$ cat config.mk
export PLATFORM = sky130hd
export DESIGN_NAME = nts_sram
export DESIGN_NICKNAME = d
export VERILOG_FILES = /design/src/rtl/nts_pkg.sv /design/src/rtl/nts_cmd_decode.sv /design/src/rtl/nts_wr_pipe.sv /design/src/rtl/nts_array.sv /design/src/rtl/nts_sleep_seq.sv /design/src/rtl/nts_sram.sv
export SDC_FILE = /design/constraint.sdc
export NUM_CORES = 2
export LEC_CHECK = 0
export ABC_AREA = 1
export BUFFER_PORTS_ARGS = -buffer_cell sky130_fd_sc_hd__buf_2
export CORE_MARGIN = 1
export CORE_UTILIZATION = 45
export CTS_BUF_LIST = sky130_fd_sc_hd__clkbuf_8
export DETAILED_ROUTE_END_ITERATION = 10
export GPL_TIMING_DRIVEN = 1
export HOLD_SLACK_MARGIN = 0.03
export PLACE_DENSITY_LB_ADDON = 0.1
export SLEW_MARGIN = 0
export SYNTH_ARGS = -nofsm -noshare
export SYNTH_HDL_FRONTEND = slang
export SYNTH_SLANG_ARGS = --single-unit
$ cat constraint.sdc
create_clock -name clk -period 3.15 [get_ports clk]
set_input_delay 0 -clock clk [delete_from_list [all_inputs] [get_ports clk]]
set_output_delay 0 -clock clk [all_outputs]
set_load 0.05 [all_outputs]
$ cat src/rtl/nts_pkg.sv
package nts_pkg;

  typedef enum logic [1:0] {
    OP_IDLE  = 2'd0,
    OP_READ  = 2'd1,
    OP_WRITE = 2'd2
  } op_e;

  // Low two address bits of burst beat `beat` from `start`.
  function automatic logic [1:0] burst_lsb(input logic [1:0] start,
                                           input logic [1:0] beat,
                                           input logic       xor_order);
    logic [1:0] lin;
    lin = start + beat;
    return xor_order ? (start ^ beat) : lin;
  endfunction

endpackage

$ cat src/rtl/nts_cmd_decode.sv
module nts_cmd_decode #(
  parameter int ADDR_W = 6,
  parameter int NBYTES = 4
) (
  input  logic              clk,
  input  logic              rst,
  input  logic              active,
  input  logic              burst_cont,
  input  logic              sel_ok,
  input  logic              wr_n,
  input  logic              order_xor,
  input  logic [NBYTES-1:0] byte_en_n,
  input  logic [ADDR_W-1:0] addr,
  output logic              issue_rd,
  output logic              issue_wr,
  output logic [ADDR_W-1:0] cur_addr,
  output logic [NBYTES-1:0] cur_be
);
  import nts_pkg::*;

  op_e               op_q, op_n;
  logic [ADDR_W-1:0] base_q;
  logic [1:0]        beat_q, beat_n;
  logic              new_load;

  assign new_load = !burst_cont && sel_ok;
  assign beat_n   = beat_q + 2'd1;

  always_comb begin
    op_n = op_q;
    if (!burst_cont) begin
      if (sel_ok) op_n = wr_n ? OP_READ : OP_WRITE;
      else        op_n = OP_IDLE;
    end
  end

  assign cur_addr = new_load ? addr
                  : {base_q[ADDR_W-1:2], burst_lsb(base_q[1:0], beat_n, order_xor)};
  assign cur_be   = ~byte_en_n;
  assign issue_rd = active && (op_n == OP_READ);
  assign issue_wr = active && (op_n == OP_WRITE);

  always_ff @(posedge clk) begin
    if (rst) begin
      op_q   <= OP_IDLE;
      base_q <= '0;
      beat_q <= '0;
    end else if (active) begin
      op_q <= op_n;
      if (new_load) begin
        base_q <= addr;
        beat_q <= '0;
      end else if (burst_cont) begin
        beat_q <= beat_n;
      end
    end
  end

endmodule

$ cat src/rtl/nts_wr_pipe.sv
module nts_wr_pipe #(
  parameter int ADDR_W = 6,
  parameter int NBYTES = 4
) (
  input  logic              clk,
  input  logic              rst,
  input  logic              active,
  input  logic              issue_wr,
  input  logic [ADDR_W-1:0] cur_addr,
  input  logic [NBYTES-1:0] cur_be,
  output logic              commit_en,
  output logic [ADDR_W-1:0] commit_addr,
  output logic [NBYTES-1:0] commit_be
);
  logic              s1_v, s2_v;
  logic [ADDR_W-1:0] s1_a, s2_a;
  logic [NBYTES-1:0] s1_be, s2_be;

  always_ff @(posedge clk) begin
    if (rst) begin
      s1_v  <= 1'b0;
      s2_v  <= 1'b0;
      s1_a  <= '0;
      s2_a  <= '0;
      s1_be <= '0;
      s2_be <= '0;
    end else if (active) begin
      s1_v  <= issue_wr;
      s1_a  <= cur_addr;
      s1_be <= cur_be;
      s2_v  <= s1_v;
      s2_a  <= s1_a;
      s2_be <= s1_be;
    end
  end

  assign commit_en   = active && s2_v;
  assign commit_addr = s2_a;
  assign commit_be   = s2_be;

endmodule

$ cat src/rtl/nts_array.sv
module nts_array #(
  parameter int ADDR_W = 6,
  parameter int NBYTES = 4,
  parameter int BYTE_W = 8
) (
  input  logic                     clk,
  input  logic                     wr_en,
  input  logic [ADDR_W-1:0]        wr_addr,
  input  logic [NBYTES-1:0]        wr_be,
  input  logic [NBYTES*BYTE_W-1:0] wr_data,
  input  logic [ADDR_W-1:0]        rd_addr,
  output logic [NBYTES*BYTE_W-1:0] rd_data
);
  localparam int DEPTH  = 1 << ADDR_W;
  localparam int DATA_W = NBYTES * BYTE_W;

  logic [DATA_W-1:0] mem [DEPTH];

  always_ff @(posedge clk) begin
    for (int b = 0; b < NBYTES; b++) begin
      if (wr_en && wr_be[b])
        mem[wr_addr][b*BYTE_W +: BYTE_W] <= wr_data[b*BYTE_W +: BYTE_W];
    end
  end

  assign rd_data = mem[rd_addr];

endmodule

$ cat src/rtl/nts_sleep_seq.sv
module nts_sleep_seq (
  input  logic clk,
  input  logic rst,
  input  logic nap,
  output logic asleep
);
  logic nap_q1, nap_q2;

  always_ff @(posedge clk) begin
    if (rst) begin
      nap_q1 <= 1'b0;
      nap_q2 <= 1'b0;
    end else begin
      nap_q1 <= nap;
      nap_q2 <= nap_q1;
    end
  end

  assign asleep = nap_q2;

endmodule

$ cat src/rtl/nts_sram.sv
module nts_sram #(
  parameter int ADDR_W = 6,
  parameter int NBYTES = 4,
  parameter int BYTE_W = 8
) (
  input  logic                     clk,
  input  logic                     rst,
  input  logic                     stall,
  input  logic                     sel_a_n,
  input  logic                     sel_b,
  input  logic                     sel_c_n,
  input  logic                     burst_cont,
  input  logic                     wr_n,
  input  logic [NBYTES-1:0]        byte_en_n,
  input  logic [ADDR_W-1:0]        addr,
  input  logic [NBYTES*BYTE_W-1:0] wdata,
  input  logic                     out_en_n,
  input  logic                     order_xor,
  input  logic                     nap,
  output logic [NBYTES*BYTE_W-1:0] rdata,
  output logic                     rd_drive
);
  localparam int DATA_W = NBYTES * BYTE_W;

  logic              asleep, active, sel_ok;
  logic              issue_rd, issue_wr;
  logic [ADDR_W-1:0] cur_addr;
  logic [NBYTES-1:0] cur_be;
  logic              commit_en;
  logic [ADDR_W-1:0] commit_addr;
  logic [NBYTES-1:0] commit_be;
  logic              rd1_v, rq_v, fwd_hit;
  logic [ADDR_W-1:0] rd1_a;
  logic [DATA_W-1:0] arr_word, read_word, rq_d;

  assign active = !stall && !asleep;
  assign sel_ok = !sel_a_n && sel_b && !sel_c_n;

  nts_sleep_seq u_sleep (
    .clk(clk), .rst(rst), .nap(nap), .asleep(asleep)
  );

  nts_cmd_decode #(.ADDR_W(ADDR_W), .NBYTES(NBYTES)) u_dec (
    .clk(clk), .rst(rst), .active(active), .burst_cont(burst_cont),
    .sel_ok(sel_ok), .wr_n(wr_n), .order_xor(order_xor),
    .byte_en_n(byte_en_n), .addr(addr),
    .issue_rd(issue_rd), .issue_wr(issue_wr),
    .cur_addr(cur_addr), .cur_be(cur_be)
  );

  nts_wr_pipe #(.ADDR_W(ADDR_W), .NBYTES(NBYTES)) u_wpipe (
    .clk(clk), .rst(rst), .active(active), .issue_wr(issue_wr),
    .cur_addr(cur_addr), .cur_be(cur_be),
    .commit_en(commit_en), .commit_addr(commit_addr), .commit_be(commit_be)
  );

  nts_array #(.ADDR_W(ADDR_W), .NBYTES(NBYTES), .BYTE_W(BYTE_W)) u_arr (
    .clk(clk), .wr_en(commit_en), .wr_addr(commit_addr), .wr_be(commit_be),
    .wr_data(wdata), .rd_addr(rd1_a), .rd_data(arr_word)
  );

  // Read stage 1: address accepted; array read happens during this cycle.
  always_ff @(posedge clk) begin
    if (rst) begin
      rd1_v <= 1'b0;
      rd1_a <= '0;
    end else if (active) begin
      rd1_v <= issue_rd;
      rd1_a <= cur_addr;
    end
  end

  // Write landing on this clock may target the word being read out.
  assign fwd_hit = commit_en && (commit_addr == rd1_a);

  for (genvar b = 0; b < NBYTES; b++) begin : g_merge
    assign read_word[b*BYTE_W +: BYTE_W] = (fwd_hit && commit_be[b])
                                         ? wdata[b*BYTE_W +: BYTE_W]
                                         : arr_word[b*BYTE_W +: BYTE_W];
  end

  // Output register.
  always_ff @(posedge clk) begin
    if (rst) begin
      rq_v <= 1'b0;
      rq_d <= '0;
    end else if (active) begin
      rq_v <= rd1_v;
      rq_d <= read_word;
    end
  end

  assign rd_drive = rq_v && !out_en_n && !asleep;
  assign rdata    = rd_drive ? rq_d : '0;

endmodule

# Yosys cells after proc, flatten, opt, wreduce, memory -nomap -nowiden

Memories as Yosys holds them, arrays and structs flattened. A register that Yosys moved wholly into a read port is not among the register bits.
Index checks and enable logic that the tools add are counted.
W data, S select, Z words.

$add $sub $neg: 2
$mul: 0
Divide/modulo/power cells: 0
$lt $le $gt $ge: 0
Eq/ne operators: 2
Shift operators: 0
Mux-type cells: 16
Bitwise logic cells: 2
Reduce and logical (&&, ||, !) cells: 22

Operator list:

| operator              | number |
|---|---|
| $mux W32              | 1 |
| $logic_and A1 B1 Y1   | 13 |
| $mux W2               | 6 |
| $mux W1               | 8 |
| $logic_not A1 Y1      | 6 |
| $mux W6               | 1 |
| $not A4 Y4            | 1 |
| $reduce_and A2 Y1     | 2 |
| $add A2 B1 Y2 const B | 1 |
| $add A2 B2 Y2         | 1 |
| $eq A2 B1 Y1 const B  | 1 |
| $eq A2 B2 Y1 const B  | 1 |
| $reduce_bool A2 Y1    | 1 |
| $xor A2 B2 Y2         | 1 |

Register bits after elaboration: 36
Bits in latches: 0
Bits in writable memories: 2,048
ROM bits: 0
Input port bits: 53
Word-level logic and storage cells: 58
Memories: 1

Memory list:

| memory    | depth | width | read ports | clocked after memory_dff | write ports | RTL line        | source |
|---|---|---|---|---|---|---|---|
| u_arr.mem | 64    | 32    | 1          | 1                        | 1           | nts_array.sv:17 | `logic [DATA_W-1:0] mem [DEPTH];` |

# Depth between registers and ports, before layout

Depth in word-level cells: 7
Mapped depth: 14

# Modules after synthesis

A second synthesis with hierarchy kept.

Cell total of the unflattened synthesis: 7,666
Area, all modules: 87,157.3 um^2

Modules (own cells, without submodules):

| module         | instances | cells an instance | area an instance (um^2) | seq. area each (um^2) |
|---|---|---|---|---|
| nts_array      | 1         | 7,021             | 83,161.0                | 61,499.0 |
| nts_sram       | 1         | 396               | 2,418.6                 | 800.8 |
| nts_wr_pipe    | 1         | 142               | 930.9                   | 440.4 |
| nts_cmd_decode | 1         | 101               | 591.8                   | 200.2 |
| nts_sleep_seq  | 1         | 6                 | 55.1                    | 40.0 |

# Worst setup path before layout

OpenSTA, ideal clock, no wires.

Path type: register to output
Start point: register u_sleep.nap_q2, in the netlist u_sleep.asleep
End point: output port rdata[10]
Arrival time: 2.611 ns
Required time: 3.150 ns
Path slack: 0.539 ns
Cell stages (with the launch flop): 5
Buffers on the path: 1
Cells stage by stage: dfxtp_1 nor3_1 inv_1 clkbuf_1 nor2_1

Cells in the longest elaborated chain, start to end: 3

Ends and longest elaborated chain:

| what                     | RTL line            | source |
|---|---|---|
| start: declaration       | nts_sleep_seq.sv:7  | `logic nap_q1, nap_q2;` |
| start signal: assignment | nts_sleep_seq.sv:15 | `nap_q2 <= nap_q1;` |
| $logic_not A1 Y1         | nts_sram.sv:93      | `assign rd_drive = rq_v && !out_en_n && !asleep;` |
| $logic_and A1 B1 Y1      | nts_sram.sv:93      |  |
| named net rd_drive       | nts_sram.sv:21      | `output logic rd_drive` |
| $mux W32                 | nts_sram.sv:94      | `assign rdata = rd_drive ? rq_d : '0;` |
| end: declaration         | nts_sram.sv:20      | `output logic [NBYTES*BYTE_W-1:0] rdata,` |

The timed path passes the listed nets, and every way through them passes these cells.

# Worst setup path after layout

Start point: register u_sleep.nap_q2, in the netlist u_sleep.asleep
End point: register u_wpipe.s1_v

Cells in the longest elaborated chain, start to end: 3

Ends and longest elaborated chain:

| what                   | RTL line             | source |
|---|---|---|
| $logic_not A1 Y1 *     | nts_sram.sv:36       | `assign active = !stall && !asleep;` |
| $logic_and A1 B1 Y1 *  | nts_sram.sv:36       |  |
| $logic_and A1 B1 Y1    | nts_cmd_decode.sv:41 | `assign issue_wr = active && (op_n == OP_WRITE);` |
| end signal: assignment | nts_wr_pipe.sv:28    | `s1_v <= issue_wr;` |
| end: declaration       | nts_wr_pipe.sv:15    | `logic s1_v, s2_v;` |

Mark *: on every way between the ends. The rest lies on a longest branch, timed or not.
A chain may end at the register's enable or synchronous reset.

==> summary.md <==
| Metric | Value |
|---|---|
| Post-layout minimum cycle time | 2.94 ns |
| CP max stage delay | 0.61 ns |
| Reg-to-Reg Start | u_sleep.asleep$_SDFF_PP0_ |
| Global route total overflow | 0 |
| Post-synthesis register bit count | 2116 |
| Drt wl/cell | 25.1 um |
| Num CTS Buffers | 368 |
| Synth top area share | 71.3% |
| First-pass GRT wire length | 386000 um |
| Synthesized cell area | 86300 um2 |
| Worst-margin pin slew | 1.28 ns |
| Setup tns final | 0 ns |
| Clk_skew | 0.0681 ns |
| Port Buf Inserts | 85 |
| Count leader, synth | nand2_1 |
| Final hold viol count | 0 |
| Worst Hold Class | input pin to register |
| Worst skew pair latency | 1.08 ns |
| Final nets | 7869 |
| H-tree depth reported by CTS | 5 |
| Register share of total power | 54.0% |
| Initial antenna violation count | 15 |
| Pwr Total | 57.4 mW |
| Synth area leaders | edfxtp_1 (71%), nand3_1 (11%), nand2_1 (9.3%), dfxtp_1 (1.6%), nor2_1 (1.5%) |
| Clock power frac | 39.0% |
| Status | finished, final reports clean |
| Core Util, Final | 51.5% |
| Max VDD drop | 431 uV |
| Total clock sinks | 2116 |
| Slew Viols, Final | 0 |
| Cell family with most CP delay | buffers and inverters |
| Ys flop type | edfxtp_1 |
| Largest net degree at the start of global routing | 125 |
| WHS Path Cells | 2 |
| Critical Path RT | 4.10 ns |
| Clock-pin slew on the worst setup and hold paths | 0.06 ns |
| Critical Path Stages | 10 |
| Dpl ws | 0.362 ns |
| Post-synth EDFFs | 2048 |
| Area growth from synthesis to layout | 13.7% |
| Worst reg2reg path depth | 10 |
| Via density | 5.58 |
| FMAX | 340 MHz |
| Number of max-cap violations | 0 |
| Hold_ws | 0.101 ns |
| Final wirelength | 266000 um |
| Synth async-reset ratio | 0% |
| Drt first pass iters | 8 |
| Slowest cell on crit path | dlygate4sd3_1 |
| R2R setup slack | 0.21 ns |
| Horiz. Die Dim | 440 um |
| Sw Share | 24.4% |
| CTS max path bufs | 4 |
| Vias in the first global route | 55900 |
| Logic pwr share | 7.0% |
| Via count | 59100 |
| Starting Density | 45.3% |
| Die area | 193000 um2 |
| Switching power | 14.0 mW |
| Overall Global Routing Usage | 27.2% |
| Period utilization | 93.4% |
| RSZ-0062 raised after global routing | no |
| # DRC | 0 |
| Crit path launch type | register |
| Cell Pwr Density | 585 nW/um2 |
| Final GP Congestion | 0.921 |
| CP most frequent cell | dlygate4sd3_1 |
| Cell taking the most area after synthesis | edfxtp_1 |
| Arrival time at the worst endpoint | 3.89 ns |
| Final setup margin | 0.207 ns |
| Max-slew headroom | 14.0% |
| Power Internal | 43.4 mW |
| Row count | 160 |
| Crit path cell chain | nor2_4 -> buf_6 -> clkinv_1 -> buf_4 -> nor2_1 -> a22oi_1 -> dlygate4sd3_1 -> nand2_1 -> a21oi_1 -> dlygate4sd3_1 |
| Share of layout cells above drive strength 1 | 11.1% |
| CTS tree | done |
| Core area | 190000 um2 |
| Final ANT Viol Nets | 0 |
| Crit-path max FO | 40 |
| Synth warn | 0 |
| Critical path capture point type | register |
| Leakage | 35.0 nW |
| Syn Area/Cell | 11.7 um2 |
| Post-synth top cells | nand2_1 (2132), edfxtp_1 (2048), nand3_1 (1917) |
| Yosys cell types | 32 |
| First-iteration detailed-routing DRC count | 6202 |
| DPL Wire Length | 158000 um |
| Crit Path Category | register to register |
| Gate Count Post-Synth | 7383 |
| Seq/Total Area, Yosys | 72.9% |
| HP Start | wdata[16] |
| I/O pin cnt | 86 |
| Hold Path Sink | u_arr.mem[54][16]$_DFFE_PP_ |
| Worst R2R End | u_wpipe.s1_v$_SDFFE_PP0N_ |
| CTS root buffer | clkbuf_8 |
| Crit path buf inv count | 5 |
| Die height | 440 um |
| Post-CTS setup buffers | 0 |
| Syn nets | 7437 |
| Final setup viols | 0 |
-- what timing repair did --
item / in CTS / in global routing
resized for setup: 0 / 1
setup endpoints to repair: 0 / 2
hold buffers: 105 / 0
endpoints found under the hold margin: 2116 / 0
-- stage by stage --
stage / instance area, um2 / std cells
3_5_place_dp: 90700 / 9851
6_report: 98100 / 10600
4_1_cts: 98100 / 10600
2_1_floorplan: 86300 / 7383
5_1_grt: 98100 / 10600
3_3_place_gp: 90700 / 9851
-- state kept, by name, summed over array words and instances (netlist names) --
| signal | cells |
|---|---|
| rd1_v | 1 |
| rq_d | 32 |
| rq_v | 1 |
| u_arr.mem | 2048 |
| u_dec.base_q | 6 |
| u_dec.beat_q | 2 |
| u_dec.op_q | 2 |
| u_sleep.asleep | 1 |
| u_sleep.nap_q1 | 1 |
| u_wpipe.commit_addr | 6 |
| u_wpipe.commit_be | 4 |
| u_wpipe.s1_a | 6 |
| u_wpipe.s1_be | 4 |
| u_wpipe.s1_v | 1 |
| u_wpipe.s2_v | 1 |
-- cell families (layout without fill, tap and decap cells) --
family | after synthesis | count (layout) | synth area share, %
buf+inv | 611 | 1309 | 3.61
simple gates | 4421 | 4421 | 22.1
fa+ha+maj | 1 | 1 | 0.0145
other cells | 0 | 9 | 0
flops | 2116 | 2116 | 72.9
compound gates | 230 | 230 | 1.39
xor+xnor | 4 | 4 | 0.0406
-- cell usage in the layout (no fill, tap or decap), types with 5 or more instances in the layout --
master and instances:
nand3_1 1917, nor3_1 17, nand2_1 2128, inv_2 7, inv_1 242, o22ai_1 19
a31oi_1 7, nor2_1 346, edfxtp_1 2048, diode_2 9, o21ai_0 115, clkinv_2 29
a21oi_1 76, buf_12 57, clkbuf_8 379, dfxtp_4 5, clkinv_1 83, o21ai_1 8
buf_4 310, dfxtp_1 62, dlygate4sd3_1 105, buf_2 85
-- worst max-delay path by stage --
stage | slack (ns) | end | startpoint
after floorplan | 0.54 | rdata[10] | u_sleep.asleep$_SDFF_PP0_
after global placement | 0.37 | u_arr.mem[53][9]$_DFFE_PP_ | u_wpipe.commit_addr[0]$_SDFFE_PP0N_
after detailed placement | 0.36 | u_arr.mem[55][12]$_DFFE_PP_ | u_wpipe.commit_addr[5]$_SDFFE_PP0N_
after CTS | 0.11 | u_wpipe.s1_v$_SDFFE_PP0N_ | u_sleep.asleep$_SDFF_PP0_
after global routing | 0.05 | u_wpipe.s1_v$_SDFFE_PP0N_ | u_sleep.asleep$_SDFF_PP0_
final | 0.21 | u_wpipe.s1_v$_SDFFE_PP0N_ | u_sleep.asleep$_SDFF_PP0_
-- area by class of cell --
class / instances / area [um2]
fillers: 16700 / 92300
flip-flops and latches: 2116 / 62900
multi-input cells: 4656 / 20300
clock buffers: 379 / 5220
repair buffers: 558 / 4960
well taps: 2511 / 3140
clock inverters: 257 / 1120
inverters: 115 / 478
diodes: 9 / 22.5
-- power groups by stage --
stage / Sequential [mW] / Combinational (mW) / Clock (mW)
floorplan: 31.5 / 2.33 / 0
global placement: 31.6 / 3.87 / 0
detailed placement: 31.6 / 3.89 / 0
CTS: 31.0 / 4.01 / 22.8
global route: 31.0 / 4.40 / 24.0
finish: 31.0 / 4.02 / 22.4
-- per-layer routing --
layer / vias to the layer above / track usage [%] / share of wire, %
met3: 444 / 6.38 / 8.6
met1: 29300 / 39.4 / 44
li1: 27000 / - / -
met4: 8 / 9.16 / 3.1
met5: - / 0 / 0.018
met2: 2315 / 40.4 / 44
Note: power is estimated with default switching activity, not from simulation.
